===== src/rtl/dma_flyby.sv =====
module dma_flyby #(
  parameter int NCH = 4,
  parameter int AW  = 16,
  parameter int CW  = 16,
  localparam int CHW = (NCH > 1) ? $clog2(NCH) : 1
) (
  input  logic           clk,
  input  logic           rst_n,
  input  logic           prog_we,
  input  logic [CHW-1:0] prog_ch,
  input  logic [AW-1:0]  prog_addr,
  input  logic [CW-1:0]  prog_count,
  input  logic           prog_to_dev,
  input  logic           stat_rd,
  output logic [NCH-1:0] tc_flags,
  output logic           irq,
  input  logic [NCH-1:0] dreq,
  output logic [NCH-1:0] dack,
  output logic           hold_req,
  input  logic           hold_ack,
  output logic [AW-1:0]  mem_addr,
  output logic           mem_rd,
  output logic           mem_wr,
  output logic           io_rd,
  output logic           io_wr
);

  typedef enum logic [1:0] {S_IDLE, S_HOLD, S_XFER} state_t;

  state_t         st_q;
  logic [CHW-1:0] cur_q;
  logic [AW-1:0]  addr_q [NCH];
  logic [CW-1:0]  cnt_q  [NCH];
  logic [NCH-1:0] dir_q;
  logic [NCH-1:0] tc_q;

  logic           found;
  logic [CHW-1:0] pick;
  logic           xfer;
  logic           last_word;

  always_comb begin
    found = 1'b0;
    pick  = '0;
    for (int i = NCH - 1; i >= 0; i--) begin
      if (dreq[i] && cnt_q[i] != '0) begin
        found = 1'b1;
        pick  = i[CHW-1:0];
      end
    end
  end

  assign xfer      = (st_q == S_XFER);
  assign last_word = xfer && (cnt_q[cur_q] == CW'(1));

  always_ff @(posedge clk) begin
    if (!rst_n) begin
      st_q  <= S_IDLE;
      cur_q <= '0;
    end else begin
      case (st_q)
        S_IDLE: if (found) begin
          st_q  <= S_HOLD;
          cur_q <= pick;
        end
        S_HOLD: if (hold_ack) st_q <= S_XFER;
        S_XFER: if (last_word || !dreq[cur_q]) st_q <= S_IDLE;
        default: st_q <= S_IDLE;
      endcase
    end
  end

  for (genvar c = 0; c < NCH; c++) begin : g_ch
    logic owned, wr_ok, step;
    assign owned = (st_q != S_IDLE) && (cur_q == CHW'(c));
    assign wr_ok = prog_we && (prog_ch == CHW'(c)) && !owned;
    assign step  = xfer && (cur_q == CHW'(c));

    always_ff @(posedge clk) begin
      if (!rst_n) begin
        addr_q[c] <= '0;
        cnt_q[c]  <= '0;
        dir_q[c]  <= 1'b0;
        tc_q[c]   <= 1'b0;
      end else begin
        if (wr_ok) begin
          addr_q[c] <= prog_addr;
          cnt_q[c]  <= prog_count;
          dir_q[c]  <= prog_to_dev;
        end else if (step) begin
          addr_q[c] <= addr_q[c] + AW'(1);
          cnt_q[c]  <= cnt_q[c] - CW'(1);
        end
        if (step && cnt_q[c] == CW'(1)) tc_q[c] <= 1'b1;
        else if (stat_rd)               tc_q[c] <= 1'b0;
      end
    end
  end

  assign hold_req = (st_q != S_IDLE);
  assign dack     = xfer ? (NCH'(1) << cur_q) : '0;
  assign mem_addr = xfer ? addr_q[cur_q] : '0;
  assign mem_rd   = xfer &&  dir_q[cur_q];
  assign io_wr    = xfer &&  dir_q[cur_q];
  assign io_rd    = xfer && !dir_q[cur_q];
  assign mem_wr   = xfer && !dir_q[cur_q];
  assign tc_flags = tc_q;
  assign irq      = |tc_q;

endmodule


===== config.mk =====
export PLATFORM = sky130hd
export DESIGN_NAME = dma_flyby
export DESIGN_NICKNAME = d
export VERILOG_FILES = /design/src/rtl/dma_flyby.sv
export SDC_FILE = /design/constraint.sdc
export NUM_CORES = 1
export LEC_CHECK = 0
export ABC_AREA = 1
export BUFFER_PORTS_ARGS = -buffer_cell sky130_fd_sc_hd__clkbuf_2
export CORE_MARGIN = 2
export CORE_UTILIZATION = 45
export DETAILED_ROUTE_END_ITERATION = 7
export PLACE_DENSITY = 0.64
export REMOVE_ABC_BUFFERS = 1
export SETUP_SLACK_MARGIN = 0.2
export SYNTH_ARGS = -nofsm -noshare
export SYNTH_HDL_FRONTEND = slang
export SYNTH_SLANG_ARGS = --single-unit

===== constraint.sdc =====
create_clock -name clk -period 4.8 [get_ports clk]
set_input_delay 0.96 -clock clk [delete_from_list [all_inputs] [get_ports clk]]
set_output_delay 0.96 -clock clk [all_outputs]
set_load 0.02 [all_outputs]

==> key figures, run 1 <==
Status
  – Outcome: finished, final reports clean

Synth
  – Seq cells post-synth: approximately 140
  – Top post-synthesis cells by area: edfxtp_1, o21ai_0, inv_1, nand2_1, nor2_1
  – Cell area after synthesis: about 9400 µm²
  – Post-synthesis async set-or-reset flop share: 0%
  – Area leader, netlist: edfxtp_1
  – Syn_area_per_cell: approximately 8 µm²
  – Top-area cell type share of the netlist area: about two fifths
  – Ys flop type: edfxtp_1
  – Synth Instances: ~1.2k
  – Distinct cells, synth: between 40 and 50
  – Post-synth EDFFs: approximately 130
  – YS warnings: 0
  – Seq/Total Area, Yosys: a little over two fifths

Final layout
  – Most common cell after layout, fill and taps aside: inv_1
  – Proportion of layout cells with a drive suffix above 1: 13.92%
  – Most frequent cells in the layout: inv_1, nand2_1, o21ai_0
  – Final non-filler cell total: ~1.5k
  – Fin nets: 1315
  – Fillers: 1976
  – Area growth syn-to-layout: 11.99%
  – Ant diodes: 0

Place
  – Port buffer count: 73
  – DP HPWL: 20.58 mm
  – Placed cell count: 1510
  – RePlAce Congestion: ~0.93

Clock tree
  – Root Driver: clkbuf_16
  – CTS Buf Count: 17
  – Hold-fix buffers, CTS: 0
  – Post-CTS Setup Bufs: 0
  – CTS sink cnt: around 140
  – Clk pin slew, worst setup/hold paths: about 0.07 ns
  – Post-CTS sizing: 0
  – CTS max path bufs: 2
  – H-tree Lvls: 4
  – TritonCTS clock tree: done
  – Clock Latency Late Sink: about 0.43 ns

Route
  – Via count: roughly 8.7k
  – Drt via density: 5.661
  – DR pass1 iterations: 6
  – Residual DRC count: 0
  – DR iter-0 viols: 863
  – Drt total wl: 28.03 mm
  – Drt wl/cell: about 18 µm
  – Detail Route Antenna Nets: 0

Timing
  – Final worst path period share: ~76%
  – RSZ-0062 raised after global routing: no
  – Setup TNS: 0 ns
  – Worst Tran Pin Value: 1.181 ns
  – Final setup fails: 0
  – Rel. slew slack: a little over a fifth
  – Skew final: around 0.012 ns
  – Achievable clock frequency: 272.4 MHz
  – Final number of hold-violating endpoints: 0
  – Pins over their slew limit: 0
  – Minimum clock period: 3.671 ns

Worst setup path
  – Worst path cell trace: buf_4 -> clkinv_1 -> a21oi_1 -> o21ai_0 -> a21oi_1 -> clkbuf_2
  – Max Fanout on Critical Path: 42
  – R2r startpoint: st_q[0]$_SDFFE_PN0P_
  – Worst r2r path cells: 7
  – CP Capture Type: output port
  – Reg-to-Reg End: cnt_q[1][7]$_DFFE_PP_
  – Startpoint Class: flip-flop
  – Critical path's largest stage delay: ~0.77 ns
  – Reg2Reg Setup Slack: about 2.2 ns
  – WP data required: roughly 3.8 ns
  – Slowest CP cell: clkinv_1
  – CP Data Arrival Time: 2.71 ns
  – Worst Setup Path Type: reg2out
  – CP dominant cell by count: a21oi_1

Global routing
  – Initial antenna violation count: 0
  – Gr usage total: a little over a quarter
  – Vias in the first global route: 8100
  – Largest net degree at the start of global routing: 43
  – Overflow after GRT: 0
  – First-pass GRT wire length: about 44 mm

Floorplanning
  – Die ar.: 22040 µm²
  – Core Box Area: just over 20000 µm²
  – Num rows: 52
  – Ports: between 70 and 80
  – Height of the die: 148.4 µm
  – Initial cell density of the core: between 40% and 50%
  – Chip width: between 100 and 150 µm

Worst hold path
  – Worst Hold Depth: 2
  – Origin of the worst min-delay path: dir_q[2]$_SDFFE_PN0P_
  – Sink of the worst hold path: dir_q[2]$_SDFFE_PN0P_
  – HP Class: reg2reg

Job
  – Max cap viols: 0

Power and ir drop
  – Leak: approximately 0.0044 µW
  – P per Cell Area: ~310 nW/µm²
  – Worst VDD drop: ~0.00025 V
  – Power, Total: roughly 3300 µW
state kept, by name, summed over array words and instances, names as in the netlist, named ones only:
| signal | flops |
|---|---|
| cur_q | 2 |
| dir_q | 4 |
| cnt_q | 64 |
| st_q | 2 |
| tc_flags | 4 |
| addr_q | 64 |
per-layer routing:
layer	wire length [µm]	global-route usage [%]	up-vias
li1	-	-	4202
met1	12230	36.00	4091
met2	12650	40.60	382
met3	2363	5.184	55
met4	784	9.619	0
met5	0	0	-
power by group:
group | internal (µW) | total [µW] | leakage [µW] | switching, µW
Clock | 752 | 1320 | 0.000290 | 572
Combinational | 125 | 435 | 0.00261 | 309
Sequential | 1430 | 1500 | 0.00146 | 68.3
worst max-delay path, delay by kind of cell, from the launching register on:
family / cells / cell delay (ns)
buffers and inverters: 3 / 1.34
AO/OA/AOI/OAI: 3 / 0.62
flip-flops: 1 / 0.31
area by class of cell:
cell class	count	area, µm²	share of cell area (%)
Clock buffer	18	450.4	4.284
Tap cell	270	337.8	3.213
Sequential cell	142	4124	39.22
Multi-Input combinational cell	821	4295	40.85
Clock inverter	14	127.6	1.214
Timing Repair Buffer	82	445.4	4.236
Inverter	195	734.5	6.985
Yosys cell counts (12+ instances only):
library cell,count
nor2_2,21
edfxtp_1,128
nand3_1,80
o22ai_1,37
a21oi_1,70
xor2_1,30
nand4_1,23
ha_1,12
dfxtp_1,14
o21ai_1,15
buf_2,25
nor2_1,128
nand2_1,178
nor3_1,21
o21ai_0,140
inv_2,12
inv_1,181
worst max path at each step:
| stage | endpoint | slack (ns) | depth (start not counted) |
|---|---|---|---|
| after floorplan | mem_addr[11] | 1.62 | 4 |
| after global placement | cnt_q[2][11]$_SDFFCE_PN0P_ | 1.66 | 6 |
| after detailed placement | cnt_q[2][13]$_SDFFCE_PN0P_ | 1.63 | 6 |
| after CTS | mem_addr[12] | 1.17 | 6 |
| after global routing | mem_addr[7] | 0.95 | 6 |
| final | mem_addr[3] | 1.13 | 6 |
through the flow:
stage	cell area, µm²	utilization (%)	worst slack [ns]	hold slack [ns]
final	10520	51.63	1.129	0.4561
after global placement	9937	48.80	1.663	0.4497
after global routing	10520	51.63	0.9542	0.4805
after detailed placement	9937	48.80	1.630	0.4476
after floorplan	9154	-	1.618	0.4234
after CTS	10520	51.63	1.167	0.4574
cells by family after synthesis:
group | share of synthesized area, %
and+or+nand+nor | 22.79
xor gates and xnor gates | 3.638
buffers and inverters | 10.33
adders and majority gates | 1.599
AOI/OAI and AO/OA | 17.72
DFF | 43.92
Power figures use the tool's default switching activity.
==> inputs of run 2 (changes only) <==
--- a/config.mk
+++ b/config.mk
@@ -5,12 +5,12 @@
 export SDC_FILE = /design/constraint.sdc
 export NUM_CORES = 1
 export LEC_CHECK = 0
-export ABC_AREA = 1
+export ABC_AREA = 0
 export BUFFER_PORTS_ARGS = -buffer_cell sky130_fd_sc_hd__clkbuf_2
 export CORE_MARGIN = 2
 export CORE_UTILIZATION = 45
 export DETAILED_ROUTE_END_ITERATION = 7
-export PLACE_DENSITY = 0.64
+export PLACE_DENSITY = 0.66
 export REMOVE_ABC_BUFFERS = 1
 export SETUP_SLACK_MARGIN = 0.2
 export SYNTH_ARGS = -nofsm -noshare
==> constraint.sdc (replaced) <==
create_clock -name clk -period 3.3 [get_ports clk]
set_input_delay 0.66 -clock clk [delete_from_list [all_inputs] [get_ports clk]]
set_output_delay 0.66 -clock clk [all_outputs]
set_load 0.02 [all_outputs]
==> run 2 against run 1 <==
Effect of this change: routed wire length down 18%; global-route usage down 2.3 points; register-to-register slack worse by 1.3 ns; power up 41%; combinational power up 19%; largest cell class unchanged; highest routed layer unchanged.
==> key figures, run 2 <==
Synth
  – Distinct cells, synth: between 50 and 60
  – Post-synth EDFFs: between 100 and 150
  – Cell area after synthesis: about 8600 µm²
  – Post-synthesis async set-or-reset flop share: 0%
  – Syn_area_per_cell: between 9 and 10 µm²
  – Post-synth top cells: nand2_1, edfxtp_1, o21ai_0, nor2_1, xnor2_1
  – YS warnings: 0
  – Most common cell in the netlist: nand2_1
  – Seq cells post-synth: between 100 and 150
  – Top post-synthesis cells by area: edfxtp_1, nand2_1, o21ai_0, xnor2_1, xor2_1
  – Ys flop type: edfxtp_1
  – Seq/Total Area, Yosys: between 40% and 50%
  – Top-area cell type share of the netlist area: roughly 45%
  – Area leader, netlist: edfxtp_1
  – Synth Instances: 877

Timing
  – Final worst path period share: 81.57%
  – RSZ-0062 raised after global routing: no
  – Final number of hold-violating endpoints: 0
  – Worst Tran Pin Value: ~0.85 ns
  – Minimum clock period: about 2.7 ns
  – Achievable clock frequency: 371.5 MHz
  – Skew final: 0.01084 ns
  – Final setup fails: 0
  – Setup TNS: 0 ns
  – Rel. slew slack: 43.25%
  – Pins over their slew limit: 0

Final layout
  – Ant diodes: 0
  – Most common cell after layout, fill and taps aside: nand2_1
  – Biggest regs: addr_q: 64 flops, cnt_q: 64 flops
  – Proportion of layout cells with a drive suffix above 1: between 10% and 20%
  – Final Cell Area: approximately 9800 µm²
  – Fin nets: 1002
  – Most frequent cells in the layout: nand2_1, edfxtp_1, o21ai_0
  – Final non-filler cell total: 1193
  – Area growth syn-to-layout: 13.71%

Worst setup path
  – Reg-to-Reg End: addr_q[2][12]$_SDFFCE_PN0P_
  – Startpoint Class: flip-flop
  – Largest delay share family, worst path: flip-flops
  – Max Fanout on Critical Path: 17
  – Slowest CP cell: dfxtp_1
  – Worst r2r path cells: 7
  – CP Data Arrival Time: around 2.0 ns
  – Worst Path Buf+Inv: 1
  – CP Capture Type: output port
  – Worst path cell trace: mux4_2 -> and2_1 -> clkbuf_2
  – Critical path's largest stage delay: between 0.8 and 0.9 ns
  – WP data required: 2.64 ns
  – Worst Setup Path Type: reg2out
  – R2r startpoint: st_q[1]$_SDFFE_PN0P_
  – Reg2Reg Setup Slack: ~0.91 ns

Power and ir drop
  – P per Cell Area: between 400 and 500 nW/µm²
  – Leak: about 0.0035 µW
  – Worst VDD drop: ~0.00036 V
  – Power, Total: about 4600 µW

Clock tree
  – TritonCTS clock tree: done
  – Post-CTS sizing: 0
  – Hold-fix buffers, CTS: 0
  – CTS sink cnt: around 140
  – H-tree Lvls: 4
  – Clk pin slew, worst setup/hold paths: 0.06 ns
  – Root Driver: clkbuf_16
  – CTS Buf Count: 17
  – Clock Latency Late Sink: 0.43 ns
  – CTS max path bufs: 2
  – Post-CTS Setup Bufs: 0

Route
  – Drt wl/cell: slightly below 20 µm
  – Via count: roughly 7.0k
  – Detail Route Antenna Nets: 0
  – DR pass1 iterations: 5
  – Drt total wl: between 20 and 25 mm
  – Residual DRC count: 0
  – Drt via density: about 5.8
  – DR iter-0 viols: 700

Floorplanning
  – Core Box Area: 18770 µm²
  – Chip width: around 140 µm
  – Die ar.: ~20000 µm²
  – Num rows: 50
  – Height of the die: about 140 µm
  – Ports: 74
  – Initial cell density of the core: a little under half

Status
  – Outcome: finished, final reports clean

Worst hold path
  – Sink of the worst hold path: tc_flags[0]$_SDFFE_PN0P_
  – HP Class: in2reg
  – Worst Hold Depth: 2
  – Origin of the worst min-delay path: stat_rd

Place
  – Area of placed instances: just over 9000 µm²
  – Port buffer count: 73
  – RePlAce Congestion: approximately 0.84
  – DP HPWL: roughly 16 mm
  – Placed cell count: about 1.2k

Global routing
  – Vias in the first global route: between 6k and 7k
  – Gr usage total: 23.71%
  – Largest net degree at the start of global routing: 33
  – Initial antenna violation count: 0
  – Overflow after GRT: 0
  – First-pass GRT wire length: 36.70 mm

Job
  – Max cap viols: 0
==> run 2: metrics by stage <==
step                      utilization [%]  setup WS, ns  hold slack (ns)
final                               52.18        0.6081           0.4683
after global routing                52.18        0.4639           0.4464
after CTS                           52.18        0.5676           0.4542
after detailed placement            49.23        0.8771           0.4798
after global placement              49.23        0.9334           0.4685
after floorplan                         -      -0.09773           0.4546
==> run 2: cell families (layout without fill, tap and decap cells) <==
kind of cell / after synthesis / count (layout) / share of synthesized area [%]
muxes: 22 / 22 / 5.172
buffers and inverters: 62 / 144 / 2.920
DFF: 142 / 142 / 47.89
and+or+nand+nor: 372 / 372 / 20.59
xor gates and xnor gates: 106 / 106 / 10.78
adders and majority gates: 12 / 12 / 1.743
AOI/OAI and AO/OA: 161 / 161 / 10.91
==> run 2: per-layer routing <==
layer	part of all wire, %	track usage [%]	vias to the layer above	wire length, µm
li1	-	-	3314	-
met1	48	35.40	3329	10980
met2	44	35.27	284	10080
met3	6.5	4.038	39	1497
met4	2.0	7.504	0	472
met5	0	0	-	0
==> run 2: how the worst max path moves through the flow <==
stage,from,end,slack [ns],cells past startpoint
6_report,flip-flop,mem_addr[7],0.61,3
5_1_grt,st_q[1]$_SDFFE_PN0P_,dack[2],0.46,4
4_1_cts,flip-flop,mem_addr[7],0.57,3
3_5_place_dp,rst_n,addr_q[1][3]$_DFFE_PP_,0.88,4
3_3_place_gp,rst_n,cnt_q[3][3]$_DFFE_PP_,0.93,6
2_1_floorplan,st_q[1]$_SDFFE_PN0P_,addr_q[2][0]$_SDFFCE_PN0P_,-0.1,4
==> run 2: power breakdown <==
part | internal, µW | leakage [µW] | total [µW] | switching [µW]
sequential | 2090 | 0.00146 | 2230 | 143
clock | 1100 | 0.000272 | 1850 | 750
combinational | 218 | 0.00173 | 517 | 299
total | 3400 | 0.00346 | 4600 | 1190
==> run 2: area by class of cell <==
type	count	area, µm²
flip-flops and latches	142	4124
well taps	234	292.8
inverters	22	82.58
fillers	1703	8975
multi-input cells	673	4247
repair buffers	90	493.0
clock buffers	18	429.2
clock inverters	14	125.1
